**config.mk**
```make
export PLATFORM = sky130hd
export DESIGN_NAME = gpio_dual_bank
export DESIGN_NICKNAME = d
export VERILOG_FILES = /design/src/rtl/gpio_pkg.sv /design/src/rtl/gpio_sync.sv /design/src/rtl/gpio_bank.sv /design/src/rtl/gpio_dual_bank.sv
export SDC_FILE = /design/constraint.sdc
export NUM_CORES = 1
export LEC_CHECK = 0
export BUFFER_PORTS_ARGS = -buffer_cell sky130_fd_sc_hd__buf_2
export CORE_ASPECT_RATIO = 0.7
export CORE_MARGIN = 1
export CORE_UTILIZATION = 57
export CTS_BUF_LIST = sky130_fd_sc_hd__clkbuf_8
export DETAILED_ROUTE_END_ITERATION = 6
export PLACE_DENSITY = 0.89
export SYNTH_ARGS = -nofsm -noshare
export SYNTH_HDL_FRONTEND = slang
export SYNTH_SLANG_ARGS = --single-unit
```
**constraint.sdc**
```tcl
create_clock -name clk -period 1.79 [get_ports clk]
set_input_delay 0.2685 -clock clk [delete_from_list [all_inputs] [get_ports clk]]
set_output_delay 0.2685 -clock clk [all_outputs]
set_load 0.05 [all_outputs]
```
**src/rtl/gpio_pkg.sv**
```systemverilog
package gpio_pkg;
  typedef enum logic [2:0] {
    W_OUT     = 3'd0,
    W_DIR     = 3'd1,
    W_IN      = 3'd2,
    W_LVL     = 3'd3,
    W_FLAG    = 3'd4,
    W_MASK    = 3'd5,
    W_MIRROR  = 3'd6,
    W_SPECIAL = 3'd7
  } word_e;

  localparam int NUM_BANKS = 2;
  localparam int BANK_OPEN = 0;
  localparam int BANK_GUARDED = 1;
endpackage

```
**src/rtl/gpio_sync.sv**
```systemverilog
module gpio_sync #(
  parameter int W      = 32,
  parameter int STAGES = 2
) (
  input  logic         clk,
  input  logic         rst,
  input  logic [W-1:0] d,
  output logic [W-1:0] q
);
  logic [W-1:0] stg [STAGES];

  always_ff @(posedge clk) begin
    if (rst) begin
      for (int s = 0; s < STAGES; s++) stg[s] <= '0;
    end else begin
      stg[0] <= d;
      for (int s = 1; s < STAGES; s++) stg[s] <= stg[s-1];
    end
  end

  assign q = stg[STAGES-1];
endmodule

```
**src/rtl/gpio_bank.sv**
```systemverilog
module gpio_bank
  import gpio_pkg::*;
#(
  parameter int N = 32
) (
  input  logic         clk,
  input  logic         rst,
  input  logic         wr_en,
  input  word_e        idx,
  input  logic [N-1:0] wr_data,
  input  logic [N-1:0] own,
  input  logic [N-1:0] in_sync,
  output logic [N-1:0] out_q,
  output logic [N-1:0] dir_q,
  output logic [N-1:0] mask_q,
  output logic [N-1:0] rd_data,
  output logic         irq_q
);
  logic [N-1:0] lvl_q;
  logic [N-1:0] flag_q;
  logic [N-1:0] clr;
  logic [N-1:0] hit;

  always_comb begin
    clr = (wr_en && idx == W_FLAG) ? wr_data : '0;
    hit = own & ~(in_sync ^ lvl_q);
  end

  always_ff @(posedge clk) begin
    if (rst) begin
      out_q  <= '0;
      dir_q  <= '0;
      lvl_q  <= '0;
      mask_q <= '0;
      flag_q <= '0;
      irq_q  <= 1'b0;
    end else begin
      flag_q <= (flag_q & ~clr) | hit;
      irq_q  <= |(flag_q & mask_q);
      if (wr_en) begin
        case (idx)
          W_OUT:   out_q  <= wr_data;
          W_DIR:   dir_q  <= wr_data;
          W_LVL:   lvl_q  <= wr_data;
          W_MASK:  mask_q <= wr_data;
          default: ;
        endcase
      end
    end
  end

  always_comb begin
    case (idx)
      W_OUT:    rd_data = out_q;
      W_DIR:    rd_data = dir_q;
      W_IN:     rd_data = in_sync & own;
      W_LVL:    rd_data = lvl_q;
      W_FLAG:   rd_data = flag_q;
      W_MASK:   rd_data = mask_q;
      W_MIRROR: rd_data = in_sync;
      default:  rd_data = '0;
    endcase
  end
endmodule

```
**src/rtl/gpio_dual_bank.sv**
```systemverilog
module gpio_dual_bank
  import gpio_pkg::*;
#(
  parameter int NUM_LINES   = 32,
  parameter int SYNC_STAGES = 2
) (
  input  logic                 clk,
  input  logic                 rst,
  input  logic                 access_grant,
  input  logic                 bus_valid,
  input  logic                 bus_write,
  input  logic [3:0]           bus_widx,
  input  logic [NUM_LINES-1:0] bus_wdata,
  output logic [NUM_LINES-1:0] bus_rdata,
  input  logic [NUM_LINES-1:0] gpio_in,
  output logic [NUM_LINES-1:0] gpio_out,
  output logic [NUM_LINES-1:0] gpio_oe,
  output logic                 irq_open,
  output logic                 irq_guarded
);
  localparam int N = NUM_LINES;

  logic [N-1:0] in_sync;
  logic [N-1:0] owner_q;
  logic [N-1:0] en_q;
  word_e        idx;
  logic         bank_sel;
  logic         guarded;
  logic         allowed;
  logic         wr_ok;
  logic [N-1:0] rd_mux;

  logic [N-1:0] bank_out  [NUM_BANKS];
  logic [N-1:0] bank_dir  [NUM_BANKS];
  logic [N-1:0] bank_mask [NUM_BANKS];
  logic [N-1:0] bank_rd   [NUM_BANKS];
  logic         bank_irq  [NUM_BANKS];
  logic         bank_we   [NUM_BANKS];

  gpio_sync #(.W(N), .STAGES(SYNC_STAGES)) u_sync (
    .clk (clk),
    .rst (rst),
    .d   (gpio_in),
    .q   (in_sync)
  );

  always_comb begin
    idx      = word_e'(bus_widx[2:0]);
    bank_sel = bus_widx[3];
    guarded  = bank_sel || (idx == W_SPECIAL);
    allowed  = !guarded || access_grant;
    wr_ok    = bus_valid && bus_write && allowed;
  end

  for (genvar b = 0; b < NUM_BANKS; b++) begin : g_bank
    assign bank_we[b] = wr_ok && (bank_sel == 1'(b)) && (idx != W_SPECIAL);

    gpio_bank #(.N(N)) u_bank (
      .clk     (clk),
      .rst     (rst),
      .wr_en   (bank_we[b]),
      .idx     (idx),
      .wr_data (bus_wdata),
      .own     ((b == BANK_OPEN) ? owner_q : ~owner_q),
      .in_sync (in_sync),
      .out_q   (bank_out[b]),
      .dir_q   (bank_dir[b]),
      .mask_q  (bank_mask[b]),
      .rd_data (bank_rd[b]),
      .irq_q   (bank_irq[b])
    );
  end

  always_ff @(posedge clk) begin
    if (rst) begin
      owner_q <= '0;
      en_q    <= '1;
    end else if (wr_ok && idx == W_SPECIAL) begin
      if (bank_sel) owner_q <= bus_wdata;
      else          en_q    <= bus_wdata;
    end
  end

  always_comb begin
    if (!allowed)              rd_mux = '0;
    else if (idx == W_SPECIAL) rd_mux = bank_sel ? owner_q : en_q;
    else                       rd_mux = bank_rd[bank_sel];
  end

  always_ff @(posedge clk) begin
    if (rst) begin
      bus_rdata <= '0;
      gpio_out  <= '0;
      gpio_oe   <= '0;
    end else begin
      if (bus_valid && !bus_write) bus_rdata <= rd_mux;
      gpio_out <= (owner_q & bank_out[BANK_OPEN]) | (~owner_q & bank_out[BANK_GUARDED]);
      gpio_oe  <= en_q & ((owner_q & bank_dir[BANK_OPEN]) |
                          (~owner_q & bank_dir[BANK_GUARDED]));
    end
  end

  assign irq_open    = bank_irq[BANK_OPEN];
  assign irq_guarded = bank_irq[BANK_GUARDED];
endmodule

```
=== After elaboration in Yosys (flattened, before gate mapping) ===
Memory sizes are Yosys's and may differ from the RTL's.
Cells that the tools add are included.

* $lt $le $gt $ge: 1
* Equality and inequality tests: 8
* Mux-type cells: 15
* Bitwise operators: 28
* Reductions and logical operators: 27

{| class="wikitable"
|+ Operators with widths
! cell !! number
|-
| $pmux 32 s7 || 2
|-
| $and 32x32->32 || 13
|-
| $mux 32 || 10
|-
| $not 32->32 || 5
|-
| $or 32x32->32 || 4
|-
| $reduce_or 32->1 || 2
|-
| $xor 32x32->32 || 2
|-
| $reduce_and 2->1 || 10
|-
| $eq 3x3->1 const B || 4
|-
| $logic_and 1x1->1 || 10
|-
| $eq 3x2->1 const B || 2
|-
| $eq 3x1->1 const B || 1
|-
| $logic_not 3->1 || 1
|-
| $mux 1 || 3
|-
| $ne 3x3->1 const B || 1
|-
| $ge 2x2->1 const B || 1
|-
| $logic_not 1->1 || 2
|-
| $logic_or 1x1->1 || 2
|-
| $not 1->2 || 1
|-
| $or 1x1->1 || 2
|-
| $not 1->1 || 1
|}

* Bits in registers: 482
* Bits in writable memories: 64
* Input port bits: 73
* Memories: 1

{| class="wikitable"
|+ Memories
! name !! words !! width !! read ports !! clocked after memory_dff !! write ports !! RTL line !! text
|-
| u_sync.stg || 2 || 32 || 2 || 0 || 2 || gpio_sync.sv:10 || <nowiki>logic [W-1:0] stg [STAGES];</nowiki>
|}

=== Logic depth before layout (Yosys ltp) ===
* Depth after elaboration: 12
* Depth in mapped cells: 9
* Gate-level depth less buffers: 5

=== Modules after synthesis ===
Synthesis repeated with hierarchy kept, for this count alone.

* Cell total of the unflattened synthesis: 2686
* Area total of the unflattened synthesis: 24009.3 um2

{| class="wikitable"
|+ Modules (own cells, without submodules)
! module !! times used !! cells each !! area an instance (um2) !! seq. area each (um2)
|-
| gpio_bank || 2 || 951 || 7604.8 || 3223.1
|-
| gpio_dual_bank || 1 || 617 || 6641.4 || 3203.1
|-
| gpio_sync || 1 || 167 || 2158.3 || 1281.2
|}

=== Least setup slack after synthesis ===
OpenSTA, ideal clock, no wires.

* Kind: input to register
* Start: in bus_widx[1]
* End: reg bus_rdata[16]
* Setup time: 0.117 ns
* Arrival: 1.609 ns
* Required time: 1.673 ns
* Setup slack: 0.063 ns
* Stages on the path: 7
* Cells stage by stage: buf_2 buf_4 buf_4 mux2_2 o221ai_1 o2111ai_1 a32o_1

* Longest elaborated chain between the ends: 7

{| class="wikitable"
|+ RTL lines
! what !! RTL line !! text
|-
| start, declared || gpio_dual_bank.sv:12 || <nowiki>input logic [3:0] bus_widx,</nowiki>
|-
| $eq 3x3->1 (tied with other cells) || gpio_bank.sv:53 || <nowiki>case (idx)</nowiki>
|-
| $pmux 32 s7 || gpio_bank.sv:53 ||
|-
| $mux 32 (implied by the code) (3 in a row) || gpio_dual_bank.sv:87 || <nowiki>else rd_mux = bank_rd[bank_sel];</nowiki>
|-
| $mux 32 || gpio_dual_bank.sv:86 || <nowiki>else if (idx == W_SPECIAL) rd_mux = bank_sel ? owner_q : en_q;</nowiki>
|-
| $mux 32 (*) || gpio_dual_bank.sv:85 || <nowiki>if (!allowed) rd_mux = '0;</nowiki>
|-
| end signal, assigned || gpio_dual_bank.sv:96 || <nowiki>if (bus_valid && !bus_write) bus_rdata <= rd_mux;</nowiki>
|-
| end, declared || gpio_dual_bank.sv:14 || <nowiki>output logic [NUM_LINES-1:0] bus_rdata,</nowiki>
|}

Mark *: on every way between the ends. The rest lies on a longest branch, timed or not. The select of a mux whose other input is x is not followed.
A chain may end at the register's enable or synchronous reset.

=== Worst setup path after layout ===
* Start: reg bus_rdata[20]
* End: out bus_rdata[20]

No word-level cell between the ends.

==> flow_summary.ini <==
[sta]
rsz0062_at_grt = no
setup_tns_ns = 0
fmax_mhz = 567
layout_setup_ws_ns = 0.0249
relSlewSlack_pct = 45.5
clock_skew_ns = 0.0402
worst_pin_slew_ns = 0.818
slew_violations = 0
period_share_pct = 98.6
setup_viol = 0
finalHoldViolations = 0
period_needed_ns = 1.77

[clock_network]
post-cts-setup-buffers = 0
cts_tree = yes
cts_root_buffer = clkbuf_8
path_clk_slew_ns = 0.07
cts_hold_buf = 65
cts_resized = 0
h-tree-depth = 3
cts_max_path_buffers = 3
clkLatencyLatePin_ns = 0.69
numCtsBuffers = 81
clock_sinks = 546

[place]
placed_cell_area_mm2 = 0.0270
pre_cts_slack_ns = -0.374
dp_hpwl_mm = 69.3
io_buffers = 170
place_congestion = 1.05

[floorplan]
die-height_um = 175
core-area_mm2 = 0.0415
row_count = 62
die_area_mm2 = 0.0434
start_util_pct = 58.4
die_w_um = 249
ios = 171

[logic_synthesis]
synth_seq_cells = 546
ys_types = 65
async_flop_share_pct = 0
synth_compound_area_share_pct = 20.7
yosysWarnings = 0
yosysMostFrequentCell = nand2_1
syn-num-nets = 3086
synth_top_family_by_area = simple AND/OR/NAND/NOR gates
synthCells = 3013
yosysTopAreaCellShare_pct = 45.1
yosysSeqAreaShare_pct = 45.1
synth_largest_area_cell = dfxtp_1
synthMuxAreaShare_pct = 5.72
synth_area_mm2 = 0.0243
synth_common_cells = 730 x nand2_1, 546 x dfxtp_1, 424 x a21oi_1
avgSynthCellArea_um2 = 8.05
synthXorXnorAreaFrac_pct = 2.31
synth_edf_count = 0
synthTopCellsByArea = dfxtp_1 45%, nand2_1 11%, a21oi_1 8.7%, mux2i_1 4.8%, nor2_1 2.8%
synthSimpleGateAreaFrac_pct = 20.8
synthFlopType = dfxtp_1
synthAdderAreaFrac_pct = 0

[power_and_ir_drop]
ir_worst_vdd_mv = 0.803
p_leak_nw = 10.9
power_density_mw_per_mm2 = 879
power_w = 0.0258

[finish]
stdcell_area_mm2 = 0.0293
finalCoreUtilization_pct = 70.6
n_fill_cell = 3165
drive_gt1_share_pct = 17.4
finalNetCount = 3358
syn_to_final_growth_pct = 20.9

[detailed_routing]
first_pass_iters = 7
wl_per_cell_um = 26.6
vias_per_cell = 6.53
routed_wl_mm = 103
drtAntennaViolNets = 0
drc = 0
vias = 25349
first_iter_violations = 4308

[min_path]
min_path_cells = 4
hold_start = bus_widx[3]
min_path_type = in2reg
hold_path_end = bus_rdata[26]

[critical_path]
cp_data_required_time_ns = 1.52
crit_chain = buf_2
arrival_ns = 1.50
reg2reg_depth = 5
cp-start-kind = flop
crit_fanout = 2
path_class = reg2out
endpoint_kind = primary output
crit_buf_inv = 1
rr_endpoint = g_bank[0].u_bank.irq_q
r2r-start = g_bank[0].u_bank.mask_q[14]
r2r_slack_ns = 0.07
max_stage_delay_ns = 0.48
path_delay_family = flip-flops
slowest_stage = dfxtp_1

[global_routing]
grt_usage_pct = 46.2
grt_overflow_total = 0
grt_pass1_wl_mm = 151
antenna_found_initial = 2
grt_pass1_vias = 23934
grt_start_max_net_pins = 164

[run_status]
status = finished, final reports clean

[flow_run]
max_cap_viol_count = 0
flip-flops by register name (all words and copies together), names as in the netlist:
name / cells
en_q: 32
owner_q: 32
g_bank.u_bank.lvl_q: 64
g_bank.u_bank.flag_q: 64
gpio_oe: 32
gpio_out: 32
g_bank.u_bank.irq_q: 2
g_bank.u_bank.dir_q: 64
g_bank.u_bank.mask_q: 64
u_sync.stg: 64
bus_rdata: 32
g_bank.u_bank.out_q: 64
per-stage QoR:
stage | hold WS, ns | cells
3_3_place_gp | 0.417 | 3681
3_5_place_dp | 0.425 | 3681
2_1_floorplan | 0.397 | 3013
5_1_grt | 0.239 | 3882
4_1_cts | 0.184 | 3882
6_report | 0.218 | 3884
per-layer routing:
metal	vias up	routed length, µm	global-route usage (%)
met5	-	12	0
met4	2	5940	23.6
met3	510	15800	15.5
met2	2100	42600	68.1
met1	11826	39100	60.3
li1	10911	-	-
worst max path at each step:
stage / from / endpoint / depth (start not counted)
finish: bus_rdata[20] / bus_rdata[20] / 1
floorplan: bus_widx[1] / bus_rdata[16] / 7
global placement: bus_widx[1] / bus_rdata[4] / 9
CTS: bus_rdata[20] / bus_rdata[20] / 1
global route: bus_rdata[20] / bus_rdata[20] / 1
detailed placement: bus_widx[0] / bus_rdata[29] / 8
report_power, final:
group | switching [W] | internal [W]
combinational | 0.00163 | 0.000908
sequential | 0.000221 | 0.0123
clock | 0.00504 | 0.00563
placed cells by master (no fill, tap or decap), types with 44 or more instances in the layout:
cell type / netlist / routed
nand2_1: 730 / 730
dfxtp_1: 546 / 546
a21oi_1: 424 / 424
buf_4: 13 / 205
nor2_1: 183 / 180
buf_2: 99 / 165
mux2i_1: 116 / 116
clkbuf_8: 0 / 104
nor2b_1: 105 / 103
a22oi_1: 77 / 77
dlygate4sd3_1: 0 / 65
o21ai_0: 62 / 62
buf_12: 0 / 44
layout make-up:
class	count	area, µm²	area share [%]
clock inverters	32	231	0.790
diodes	2	5.00	0.0171
well taps	544	681	2.32
clock buffers	104	1430	4.88
repair buffers	480	3910	13.3
inverters	16	60.1	0.205
flip-flops and latches	546	10900	37.3
multi-input cells	2160	12100	41.2
logic make-up after synthesis:
logic type | count (synthesis)
AND/OR/NAND/NOR | 1155
flip-flops | 546
AO/OA/AOI/OAI | 807
multiplexers | 134
buffers and inverters | 307
XOR/XNOR | 64
Note: power is estimated with default switching activity, not from simulation.
